$ cat src/rtl/spss_pkg.sv
`timescale 1ns/1ps
package spss_pkg;
  typedef enum logic [1:0] {
    ST_IDLE = 2'd0,  // select high
    ST_ADDR = 2'd1,  // collecting the address byte
    ST_LIVE = 2'd2,  // addressed: bytes go to the executor
    ST_SKIP = 2'd3   // address mismatch: rest of frame dropped
  } spss_state_e;

  // Bit order of the synchronised pin bundle
  localparam int PIN_SDI  = 0;
  localparam int PIN_SCK  = 1;
  localparam int PIN_HOLD = 2;
  localparam int PIN_CS   = 3;
  localparam int PIN_W    = 4;
endpackage

$ cat src/rtl/spss_sync.sv
`timescale 1ns/1ps
module spss_sync #(
  parameter int             W       = 4,
  parameter int             STAGES  = 2,
  parameter logic [W-1:0]   RST_VAL = '0
) (
  input  logic         clk,
  input  logic         rst,
  input  logic [W-1:0] d_i,
  output logic [W-1:0] q_o
);
  logic [STAGES-1:0][W-1:0] stage_q;

  always_ff @(posedge clk) begin
    if (rst) begin
      stage_q <= {STAGES{RST_VAL}};
    end else begin
      stage_q[0] <= d_i;
      for (int s = 1; s < STAGES; s++) stage_q[s] <= stage_q[s-1];
    end
  end

  assign q_o = stage_q[STAGES-1];
endmodule

$ cat src/rtl/spss_gate.sv
`timescale 1ns/1ps
module spss_gate (
  input  logic clk,
  input  logic rst,
  input  logic cs_n_i,
  input  logic sck_i,
  input  logic hold_n_i,
  output logic rise_o,
  output logic fall_o,
  output logic cs_fall_o,
  output logic cs_rise_o,
  output logic held_o
);
  logic sck_q, cs_q, held_q;

  always_ff @(posedge clk) begin
    if (rst) begin
      sck_q  <= 1'b0;
      cs_q   <= 1'b1;
      held_q <= 1'b0;
    end else begin
      sck_q <= sck_i;
      cs_q  <= cs_n_i;
      // pause state may only change while the serial clock is low
      if (cs_n_i)      held_q <= 1'b0;
      else if (!sck_i) held_q <= !hold_n_i;
    end
  end

  assign rise_o    = sck_i & ~sck_q & ~held_q & ~cs_n_i;
  assign fall_o    = ~sck_i & sck_q & ~held_q & ~cs_n_i;
  assign cs_fall_o = ~cs_n_i & cs_q;
  assign cs_rise_o = cs_n_i & ~cs_q;
  assign held_o    = held_q;

  // a hold change with SCK high is deferred
  a_r9_hold_waits_sck_low: assert property (@(posedge clk) disable iff (rst)
    (!cs_n_i && sck_i) |=> $stable(held_q));
endmodule

$ cat src/rtl/spss_shift.sv
`timescale 1ns/1ps
module spss_shift
  import spss_pkg::*;
#(
  parameter int BYTE_W = 8
) (
  input  logic              clk,
  input  logic              rst,
  input  logic              sdi_i,
  input  logic              rise_i,
  input  logic              fall_i,
  input  logic              cs_fall_i,
  input  logic              cs_rise_i,
  input  logic              cs_n_i,
  input  logic              held_i,
  input  logic [BYTE_W-1:0] addr_i,
  input  logic              tx_ready_i,
  input  logic [BYTE_W-1:0] tx_byte_i,
  output logic              rx_valid_o,
  output logic [BYTE_W-1:0] rx_byte_o,
  output logic              frame_start_o,
  output logic              frame_end_o,
  output logic              step_o,
  output logic              step_up_o,
  output logic              sdo_o,
  output logic              sdo_oe_o
);
  localparam int              CNT_W = (BYTE_W > 1) ? $clog2(BYTE_W) : 1;
  localparam logic [CNT_W-1:0] LAST = CNT_W'(BYTE_W - 1);

  spss_state_e       st_q;
  logic [CNT_W-1:0]  cnt_q;
  logic [BYTE_W-1:0] rx_q, tx_q, rx_next;
  logic              tx_live_q, last_bit, addr_hit;

  assign rx_next  = {rx_q[BYTE_W-2:0], sdi_i};
  assign last_bit = (cnt_q == LAST);
  assign addr_hit = (rx_next == addr_i);
  assign sdo_o    = tx_q[BYTE_W-1];

  always_ff @(posedge clk) begin
    if (rst) begin
      st_q          <= ST_IDLE;
      cnt_q         <= '0;
      rx_q          <= '0;
      tx_q          <= '0;
      tx_live_q     <= 1'b0;
      rx_valid_o    <= 1'b0;
      rx_byte_o     <= '0;
      frame_start_o <= 1'b0;
      frame_end_o   <= 1'b0;
      step_o        <= 1'b0;
      step_up_o     <= 1'b0;
      sdo_oe_o      <= 1'b0;
    end else begin
      rx_valid_o    <= 1'b0;
      frame_start_o <= 1'b0;
      frame_end_o   <= 1'b0;
      step_o        <= 1'b0;
      sdo_oe_o      <= !cs_n_i && tx_live_q && !held_i;
      if (cs_n_i) begin
        st_q        <= ST_IDLE;
        cnt_q       <= '0;
        tx_live_q   <= 1'b0;
        frame_end_o <= cs_rise_i && (st_q == ST_LIVE);
      end else if (cs_fall_i) begin
        st_q      <= ST_ADDR;
        cnt_q     <= '0;
        tx_live_q <= 1'b0;
      end else begin
        if (rise_i && (st_q == ST_ADDR || st_q == ST_LIVE)) begin
          rx_q  <= rx_next;
          cnt_q <= last_bit ? '0 : cnt_q + 1'b1;
          if (st_q == ST_LIVE) begin
            step_o    <= 1'b1;
            step_up_o <= sdi_i;
            if (last_bit) begin
              rx_valid_o <= 1'b1;
              rx_byte_o  <= rx_next;
            end
          end else if (last_bit) begin
            st_q          <= addr_hit ? ST_LIVE : ST_SKIP;
            frame_start_o <= addr_hit;
          end
        end
        if (fall_i && st_q == ST_LIVE) begin
          if (cnt_q == '0) begin
            tx_live_q <= tx_ready_i;
            tx_q      <= tx_byte_i;
          end else begin
            tx_q <= {tx_q[BYTE_W-2:0], 1'b0};
          end
        end
      end
    end
  end

  // select high forces idle and a floating output
  a_r10_idle_on_deselect: assert property (@(posedge clk) disable iff (rst)
    cs_n_i |=> (!sdo_oe_o && st_q == ST_IDLE));
  // paused means floating output
  a_r7_float_when_held: assert property (@(posedge clk) disable iff (rst)
    held_i |=> !sdo_oe_o);
  // bit position frozen across a pause
  a_r8_hold_keeps_position: assert property (@(posedge clk) disable iff (rst)
    (held_i && $past(held_i)) |-> $stable(cnt_q));
  // step events only come from an addressed frame
  a_r6_step_only_live: assert property (@(posedge clk) disable iff (rst)
    step_o |-> ($past(st_q) == ST_LIVE));
  // a rejected frame produces no start and no bytes
  a_r3_skip_is_silent: assert property (@(posedge clk) disable iff (rst)
    (st_q == ST_SKIP) |=> (!frame_start_o && !rx_valid_o));
endmodule

$ cat src/rtl/spi_strap_slave.sv
`timescale 1ns/1ps
module spi_strap_slave
  import spss_pkg::*;
#(
  parameter int          BYTE_W      = 8,
  parameter int          STRAP_W     = 2,
  parameter int          SYNC_STAGES = 2,
  parameter logic [3:0]  DEV_ID      = 4'b0101
) (
  input  logic               clk,
  input  logic               rst,
  input  logic               cs_n_i,
  input  logic               sck_i,
  input  logic               sdi_i,
  input  logic               hold_n_i,
  input  logic [STRAP_W-1:0] strap_i,
  input  logic               tx_ready_i,
  input  logic [BYTE_W-1:0]  tx_byte_i,
  output logic               sdo_o,
  output logic               sdo_oe_o,
  output logic               rx_valid_o,
  output logic [BYTE_W-1:0]  rx_byte_o,
  output logic               frame_start_o,
  output logic               frame_end_o,
  output logic               step_o,
  output logic               step_up_o
);
  localparam int PAD_W = BYTE_W - 4 - STRAP_W;
  localparam logic [PIN_W-1:0] PIN_RST = PIN_W'(1 << PIN_CS) | PIN_W'(1 << PIN_HOLD);

  logic [PIN_W-1:0]  pins_raw, pins_s;
  logic [BYTE_W-1:0] addr_exp;
  logic              rise, fall, cs_fall, cs_rise, held;

  always_comb begin
    pins_raw           = '0;
    pins_raw[PIN_SDI]  = sdi_i;
    pins_raw[PIN_SCK]  = sck_i;
    pins_raw[PIN_HOLD] = hold_n_i;
    pins_raw[PIN_CS]   = cs_n_i;
  end

  assign addr_exp = {DEV_ID, {PAD_W{1'b0}}, strap_i};

  spss_sync #(.W(PIN_W), .STAGES(SYNC_STAGES), .RST_VAL(PIN_RST)) u_sync (
    .clk (clk), .rst (rst), .d_i (pins_raw), .q_o (pins_s)
  );

  spss_gate u_gate (
    .clk       (clk),
    .rst       (rst),
    .cs_n_i    (pins_s[PIN_CS]),
    .sck_i     (pins_s[PIN_SCK]),
    .hold_n_i  (pins_s[PIN_HOLD]),
    .rise_o    (rise),
    .fall_o    (fall),
    .cs_fall_o (cs_fall),
    .cs_rise_o (cs_rise),
    .held_o    (held)
  );

  spss_shift #(.BYTE_W(BYTE_W)) u_shift (
    .clk           (clk),
    .rst           (rst),
    .sdi_i         (pins_s[PIN_SDI]),
    .rise_i        (rise),
    .fall_i        (fall),
    .cs_fall_i     (cs_fall),
    .cs_rise_i     (cs_rise),
    .cs_n_i        (pins_s[PIN_CS]),
    .held_i        (held),
    .addr_i        (addr_exp),
    .tx_ready_i    (tx_ready_i),
    .tx_byte_i     (tx_byte_i),
    .rx_valid_o    (rx_valid_o),
    .rx_byte_o     (rx_byte_o),
    .frame_start_o (frame_start_o),
    .frame_end_o   (frame_end_o),
    .step_o        (step_o),
    .step_up_o     (step_up_o),
    .sdo_o         (sdo_o),
    .sdo_oe_o      (sdo_oe_o)
  );
endmodule

$ cat config.mk
export PLATFORM = sky130hd
export DESIGN_NAME = spi_strap_slave
export DESIGN_NICKNAME = d
export VERILOG_FILES = /design/src/rtl/spss_pkg.sv /design/src/rtl/spss_sync.sv /design/src/rtl/spss_gate.sv /design/src/rtl/spss_shift.sv /design/src/rtl/spi_strap_slave.sv
export SDC_FILE = /design/constraint.sdc
export NUM_CORES = 1
export LEC_CHECK = 0
export BUFFER_PORTS_ARGS = -buffer_cell sky130_fd_sc_hd__buf_2
export CORE_MARGIN = 4
export CORE_UTILIZATION = 28
export CTS_BUF_LIST = sky130_fd_sc_hd__clkbuf_8
export DETAILED_ROUTE_END_ITERATION = 6
export MAX_ROUTING_LAYER = met4
export PLACE_DENSITY = 0.51
export SKIP_LAST_GASP = 1
export SLEW_MARGIN = 0
export SYNTH_ARGS = -nofsm -noshare
export SYNTH_HDL_FRONTEND = slang
export SYNTH_SLANG_ARGS = --single-unit
$ cat constraint.sdc
create_clock -name clk -period 5.65 [get_ports clk]
set_clock_uncertainty 0.05 [all_clocks]
set_input_delay 0.2825 -clock clk [delete_from_list [all_inputs] [get_ports clk]]
set_output_delay 0.2825 -clock clk [all_outputs]
set_load 0.05 [all_outputs]
==> results.py, run 1 <==
metrics = {
    "synthesis": {
        "synthMuxAreaShare_pct": 7.77,
        "ys_async_sr_fraction_pct": 0,
        "synthAdderAreaFrac_pct": 2.59,
        "synthesis.instances": 196,
        "avgSynthCellArea_um2": 9.86,
        "simple_logic_cell_fraction_of_the_synthesized_area_pct": 24.0,
        "synth_warnings": 0,
        "synth_enable_flop_cells": 0,
        "synth-xor-area-share_pct": 0.907,
        "combinational_family_with_the_most_area_after_synthesis": "simple AND/OR/NAND/NOR gates",
        "syn_nets": 217,
        "number_of_synthesized_register_bits": 46,
        "postSynth.topFlopCell": "dfxtp_1",
        "mappedNetlistArea_um2": 1930,
        "synth_sequential_area_ratio_pct": 47.7,
        "synth.distinct_cells": 37,
        "synth-compound-area-share_pct": 12.6,
    },
    "worst_setup_path": {
        "critPathTopFamily": "simple AND/OR/NAND/NOR gates",
        "highest_net_fanout_along_the_worst_path": 8,
        "cp-start-kind": "register",
        "timing.setup.critical_path_class": "register to register",
        "worst_path_max_delay_cell": "nor4bb_1",
        "cp_data_arrival_time_ns": 2.49,
        "worst_ep_required_time_ns": 5.82,
        "cp_common_cell": "ha_1",
        "critPathBufInv": 0,
        "timing.critical_path.cells": "ha_1 > ha_1 > nor4bb_1 > nand3_1 > a21oi_1",
        "critical-path-max-stage-delay_ns": 1.07,
        "worstSetupEndpointType": "register",
    },
    "clock_tree": {
        "clk_path_buf_depth": 2,
        "cts_tree": "yes",
        "clock-sinks": 46,
        "cts_hold_buffers": 0,
        "cts_repair_resize_count": 0,
        "worstSkewPairLatency_ns": 0.29,
        "clkTransAtPathRegs_ns": 0.08,
        "clock_tree.root_cell": "clkbuf_8",
        "number_of_buffers_added_by_the_clock_tree_synthesis_step": 5,
        "cts.htree.levels": 2,
        "postCtsSetupRepairBufs": 0,
    },
    "timing": {
        "finalWorstPathRequiredPeriod_ns": 2.32,
        "worstMarginPinSlew_ns": 1.24,
        "timing.final.max_slew_violations": 0,
        "timing.final.crit_share_pct": 41.1,
        "setup_violations_final": 0,
        "slew_headroom_pct": 16.0,
        "fmaxAchievable_ghz": 0.431,
        "grt_setup_unrepaired": "false",
        "hold_viol_final": 0,
        "setup_tns_ns": 0,
    },
    "place": {
        "count_of_buffers_from_port_buffering": 31,
        "post-dp-hpwl_um": 2950,
        "gp_congestion": 0.754,
    },
    "cells_and_area": {
        "layout-drive-gt1-share_pct": 23.3,
        "area_delta_synth_final_pct": 15.1,
        "final_common_cell": "dfxtp_1",
        "final_cell_mix": "dfxtp_1, buf_2, a21oi_1",
        "nNetsFinal": 240,
        "n_antenna_cell": 0,
        "final_core_util_pct": 32.9,
    },
    "die": {
        "boundaryPins": 32,
        "placeableCoreArea_um2": 6760,
        "die_x_um": 91.1,
        "die_h_um": 91.1,
        "die_area_um2": 8290,
        "placementRows": 30,
        "start_util_pct": 28.6,
    },
    "grt": {
        "gr-total-overflow": 0,
        "grt_pass1_vias": 1420,
        "grt_start_max_net_pins": 40,
        "initial_antenna_violation_count": 0,
        "global_route_wire_length_before_repair_um": 7110,
        "track_usage_pct": 10.9,
    },
    "drt": {
        "route.antenna.remaining_nets": 0,
        "drtIter0Drc": 83,
        "via_count": 1470,
        "drcViolationCount": 0,
        "detail_route.wl_per_cell_um": 14.1,
        "drt_first_pass_iters": 4,
        "routed_wl_um": 4220,
        "detail_route.vias_per_cell": 4.92,
    },
    "pwr": {
        "comb_power_share_pct": 3.1,
        "post-layout-total-power_mw": 0.596,
        "intPower_mw": 0.478,
        "powerDensity_nw_per_um2": 268,
        "switchingPower_mw": 0.118,
        "p_sw_share_pct": 19.8,
        "irDropWorstVdd_mv": 0.104,
        "power.share.sequential_pct": 55.5,
        "clkPwrFrac_pct": 41.4,
        "p_leak_nw": 0.838,
    },
    "min_path": {
        "hp-class": "input pin to register",
    },
    "job": {
        "drv.max_cap_violation_count": 0,
    },
    "status": {
        "run_status": "finished, final reports clean",
    },
}
==> per-stage QoR <==
stage          worst slack [ns]  instances  hold slack [ns]  cell area, um^2
3_5_place_dp               3.37        292            0.346             2110
2_1_floorplan              3.86        196            0.336             1930
4_1_cts                    3.37        299            0.122             2220
6_report                   3.33        299            0.124             2220
3_3_place_gp               3.37        292            0.347             2110
5_1_grt                    3.13        299            0.121             2220
==> synth_stat cells, types with 2 or more instances <==
master	count	area, um^2
nor2_1	7	26.3
or2_2	6	37.5
mux2i_1	15	150
nand3_1	10	50.1
o21ai_0	11	55.1
nor3b_1	4	30.0
inv_1	3	11.3
ha_1	4	50.1
clkbuf_1	9	33.8
buf_6	2	22.5
or4b_2	3	30.0
nor2b_1	7	43.8
nor4b_2	2	30.0
xor2_1	2	17.5
nand4_1	2	12.5
a211oi_1	9	67.6
buf_1	2	7.51
nand2b_1	11	68.8
o21ai_1	2	10.0
a21oi_1	22	110
dfxtp_1	46	921
nor4_1	2	12.5
==> routing by layer <==
layer	global-route usage, %	wire length, um
met5	-	0
met4	3.02	18
met3	2.98	152
met2	16.3	1940
met1	14.5	2110
==> cells by family after synthesis <==
logic type / Yosys count
buf+inv: 18
simple gates: 67
compound gates: 44
mux: 15
flops: 46
xor+xnor: 2
fa+ha+maj: 4
==> power by group through the flow <==
stage / combinational (mW) / clock [mW] / sequential [mW]
floorplan: 0.0134 / 0 / 0.336
global placement: 0.0190 / 0 / 0.338
detailed placement: 0.0192 / 0 / 0.338
CTS: 0.0192 / 0.254 / 0.330
global route: 0.0209 / 0.267 / 0.331
finish: 0.0186 / 0.247 / 0.330
==> final timing paths <==
path	start	endpoint	slack, ns	cells past startpoint
worst min register to register	u_sync.stage_q[2]$_SDFF_PP1_	u_sync.q_o[2]$_SDFF_PP1_	0.36	1
worst min-delay path	hold_n_i	u_sync.stage_q[2]$_SDFF_PP1_	0.12	2
worst max register to register	u_shift.cnt_q[0]$_SDFFE_PP0N_	u_shift.rx_byte_o[2]$_SDFFE_PP0P_	3.33	5
worst max-delay path	u_shift.cnt_q[0]$_SDFFE_PP0N_	u_shift.rx_byte_o[2]$_SDFFE_PP0P_	3.33	5
==> sequential cells by signal, summed over array words and instances, names as in the netlist, 2 cells and up <==
register / cells
u_sync.stage_q: 4
u_shift.tx_q: 8
u_shift.st_q: 2
u_sync.q_o: 4
u_shift.rx_q: 7
u_shift.cnt_q: 3
u_shift.rx_byte_o: 8
==> area by class of cell <==
class                           instances  area (um^2)
Clock inverter                          1         30.0
Tap cell                               80          100
Clock buffer                            6         82.6
Inverter                                3         11.3
Sequential cell                        46          921
Multi-Input combinational cell        132          923
Fill cell                             723         4530
Timing Repair Buffer                   31          155
Power figures use the tool's default switching activity.
==> run 2, diff against run 1 <==
Settings changed: PLACE_DENSITY 0.51 to 0.53.
Clock period 5.65 ns to 2 ns, I/O delays scaled along.
==> results.py, run 2 (synthesis results as in run 1) <==
metrics = {
    "die": {
        "die_h_um": 91.1,
        "die_area_um2": 8290,
        "placementRows": 30,
        "placeableCoreArea_um2": 6760,
        "start_util_pct": 28.6,
        "boundaryPins": 32,
        "die_x_um": 91.1,
    },
    "worst_setup_path": {
        "worstSetupEndpointType": "register",
        "regToRegSetupSlack_ns": 0.15,
        "cp_data_arrival_time_ns": 1.98,
        "timing.setup.critical_path_class": "register to register",
        "cp-start-kind": "register",
        "highest_net_fanout_along_the_worst_path": 7,
        "worst_ep_required_time_ns": 2.13,
    },
    "clock_tree": {
        "clkTransAtPathRegs_ns": 0.09,
        "clock_tree.root_cell": "clkbuf_8",
        "clk_path_buf_depth": 2,
        "number_of_buffers_added_by_the_clock_tree_synthesis_step": 5,
        "cts.htree.levels": 2,
        "clock-sinks": 46,
        "worstSkewPairLatency_ns": 0.30,
        "postCtsSetupRepairBufs": 0,
        "cts_tree": "yes",
    },
    "drt": {
        "drtIter0Drc": 69,
        "detail_route.wl_per_cell_um": 13.2,
        "drcViolationCount": 0,
        "route.antenna.remaining_nets": 0,
        "detail_route.vias_per_cell": 4.85,
        "drt_first_pass_iters": 4,
        "via_count": 1518,
        "routed_wl_um": 4140,
    },
    "cells_and_area": {
        "layout-drive-gt1-share_pct": 26.2,
        "final_core_util_pct": 34.3,
        "area_delta_synth_final_pct": 20.1,
        "final_common_cell": "dfxtp_1",
        "reg.largest.list": "u_shift.rx_byte_o: 8 flops, u_shift.tx_q: 8 flops, u_shift.rx_q: 7 flops",
        "n_fill_cell": 711,
        "final_cell_mix": "dfxtp_1, buf_2, a21oi_1",
        "nNetsFinal": 253,
        "n_antenna_cell": 0,
    },
    "timing": {
        "hold_viol_final": 0,
        "timing.final.max_slew_violations": 0,
        "worstMarginPinSlew_ns": 0.532,
        "fmaxAchievable_ghz": 0.540,
        "setup_tns_ns": 0,
        "setup_violations_final": 0,
        "slew_headroom_pct": 64.4,
        "timing.final.crit_share_pct": 92.5,
        "finalWorstPathRequiredPeriod_ns": 1.85,
        "grt_setup_unrepaired": "false",
    },
    "place": {
        "count_of_buffers_from_port_buffering": 31,
        "gp_congestion": 0.797,
        "post-dp-hpwl_um": 3000,
    },
    "pwr": {
        "powerDensity_nw_per_um2": 668,
        "irDropWorstVdd_mv": 0.271,
        "p_leak_nw": 0.898,
    },
    "min_path": {
        "hp-class": "input pin to register",
    },
    "status": {
        "run_status": "finished, final reports clean",
    },
    "grt": {
        "track_usage_pct": 10.6,
        "global_route_wire_length_before_repair_um": 6960,
        "grt_start_max_net_pins": 23,
        "grt_pass1_vias": 1446,
        "initial_antenna_violation_count": 0,
        "gr-total-overflow": 0,
    },
    "job": {
        "drv.max_cap_violation_count": 0,
    },
}
-- run 2: cell types whose count changed in the layout (fill, tap and decap cells not counted), sizes merged --
cell and delta:
clkbuf -1, bufinv -1, dlygate4sd3 +4, clkinv +2, inv +1, buf +9
-- run 2: path summary, 6_finish.rpt --
check / start / to / cells past startpoint
worst min register to register: u_sync.stage_q[2]$_SDFF_PP1_ / u_sync.q_o[2]$_SDFF_PP1_ / 1
worst min-delay path: tx_byte_i[0] / u_shift.tx_q[0]$_SDFFE_PP0P_ / 3
worst max register to register: u_shift.cnt_q[0]$_SDFFE_PP0N_ / u_shift.st_q[0]$_SDFFE_PP0P_ / 5
worst max-delay path: u_shift.cnt_q[0]$_SDFFE_PP0N_ / u_shift.st_q[0]$_SDFFE_PP0P_ / 5
-- run 2: cell type report --
class | instances | area [um^2] | share of cell area [%]
inverter | 3 | 11.3 | 0.485
multi-input combinational | 132 | 926 | 39.9
timing repair buffer | 44 | 275 | 11.9
tap | 80 | 100 | 4.32
clock buffer | 5 | 68.8 | 2.97
clock inverter | 3 | 17.5 | 0.755
sequential | 46 | 921 | 39.7
-- run 2: metal layers --
metal  track usage [%]  vias to the layer above  wire length [um]
met4              3.39                        0                35
li1                  -                      780                 -
met3              3.23                        4               179
met1              13.7                      707              2040
met5                 -                        -                 0
met2              15.9                       27              1890
-- run 2: per-stage QoR --
stage          power, mW  setup WS (ns)  instance area [um^2]  hold slack (ns)  instances
2_1_floorplan      0.986          0.215                  1930            0.154        196
3_3_place_gp        1.01          0.191                  2190            0.236        301
3_5_place_dp        1.01          0.156                  2190            0.239        301
4_1_cts             1.57          0.120                  2320          0.00128        313
5_1_grt             1.61         0.0523                  2320           0.0299        313
6_report            1.55          0.149                  2320           0.0126        313
-- run 2: worst max-delay path, stage by stage (launching register included) --
cell,delay [ns]
dfxtp_1,0.38
ha_1,0.16
ha_1,0.27
or4b_2,0.62
nor3_1,0.15
a211oi_1,0.09
-- run 2: timing repair --
item | CTS | global route
endpoints found under the hold margin | 4 | 0
endpoints found under the setup margin | 0 | 1
resized for setup | 0 | 1
hold buffers | 4 | 0
-- run 2: report_power, final --
group | total, mW | internal [mW] | switching, mW
Clock | 0.556 | 0.242 | 0.315
Sequential | 0.932 | 0.924 | 0.00746
Combinational | 0.0621 | 0.0335 | 0.0286
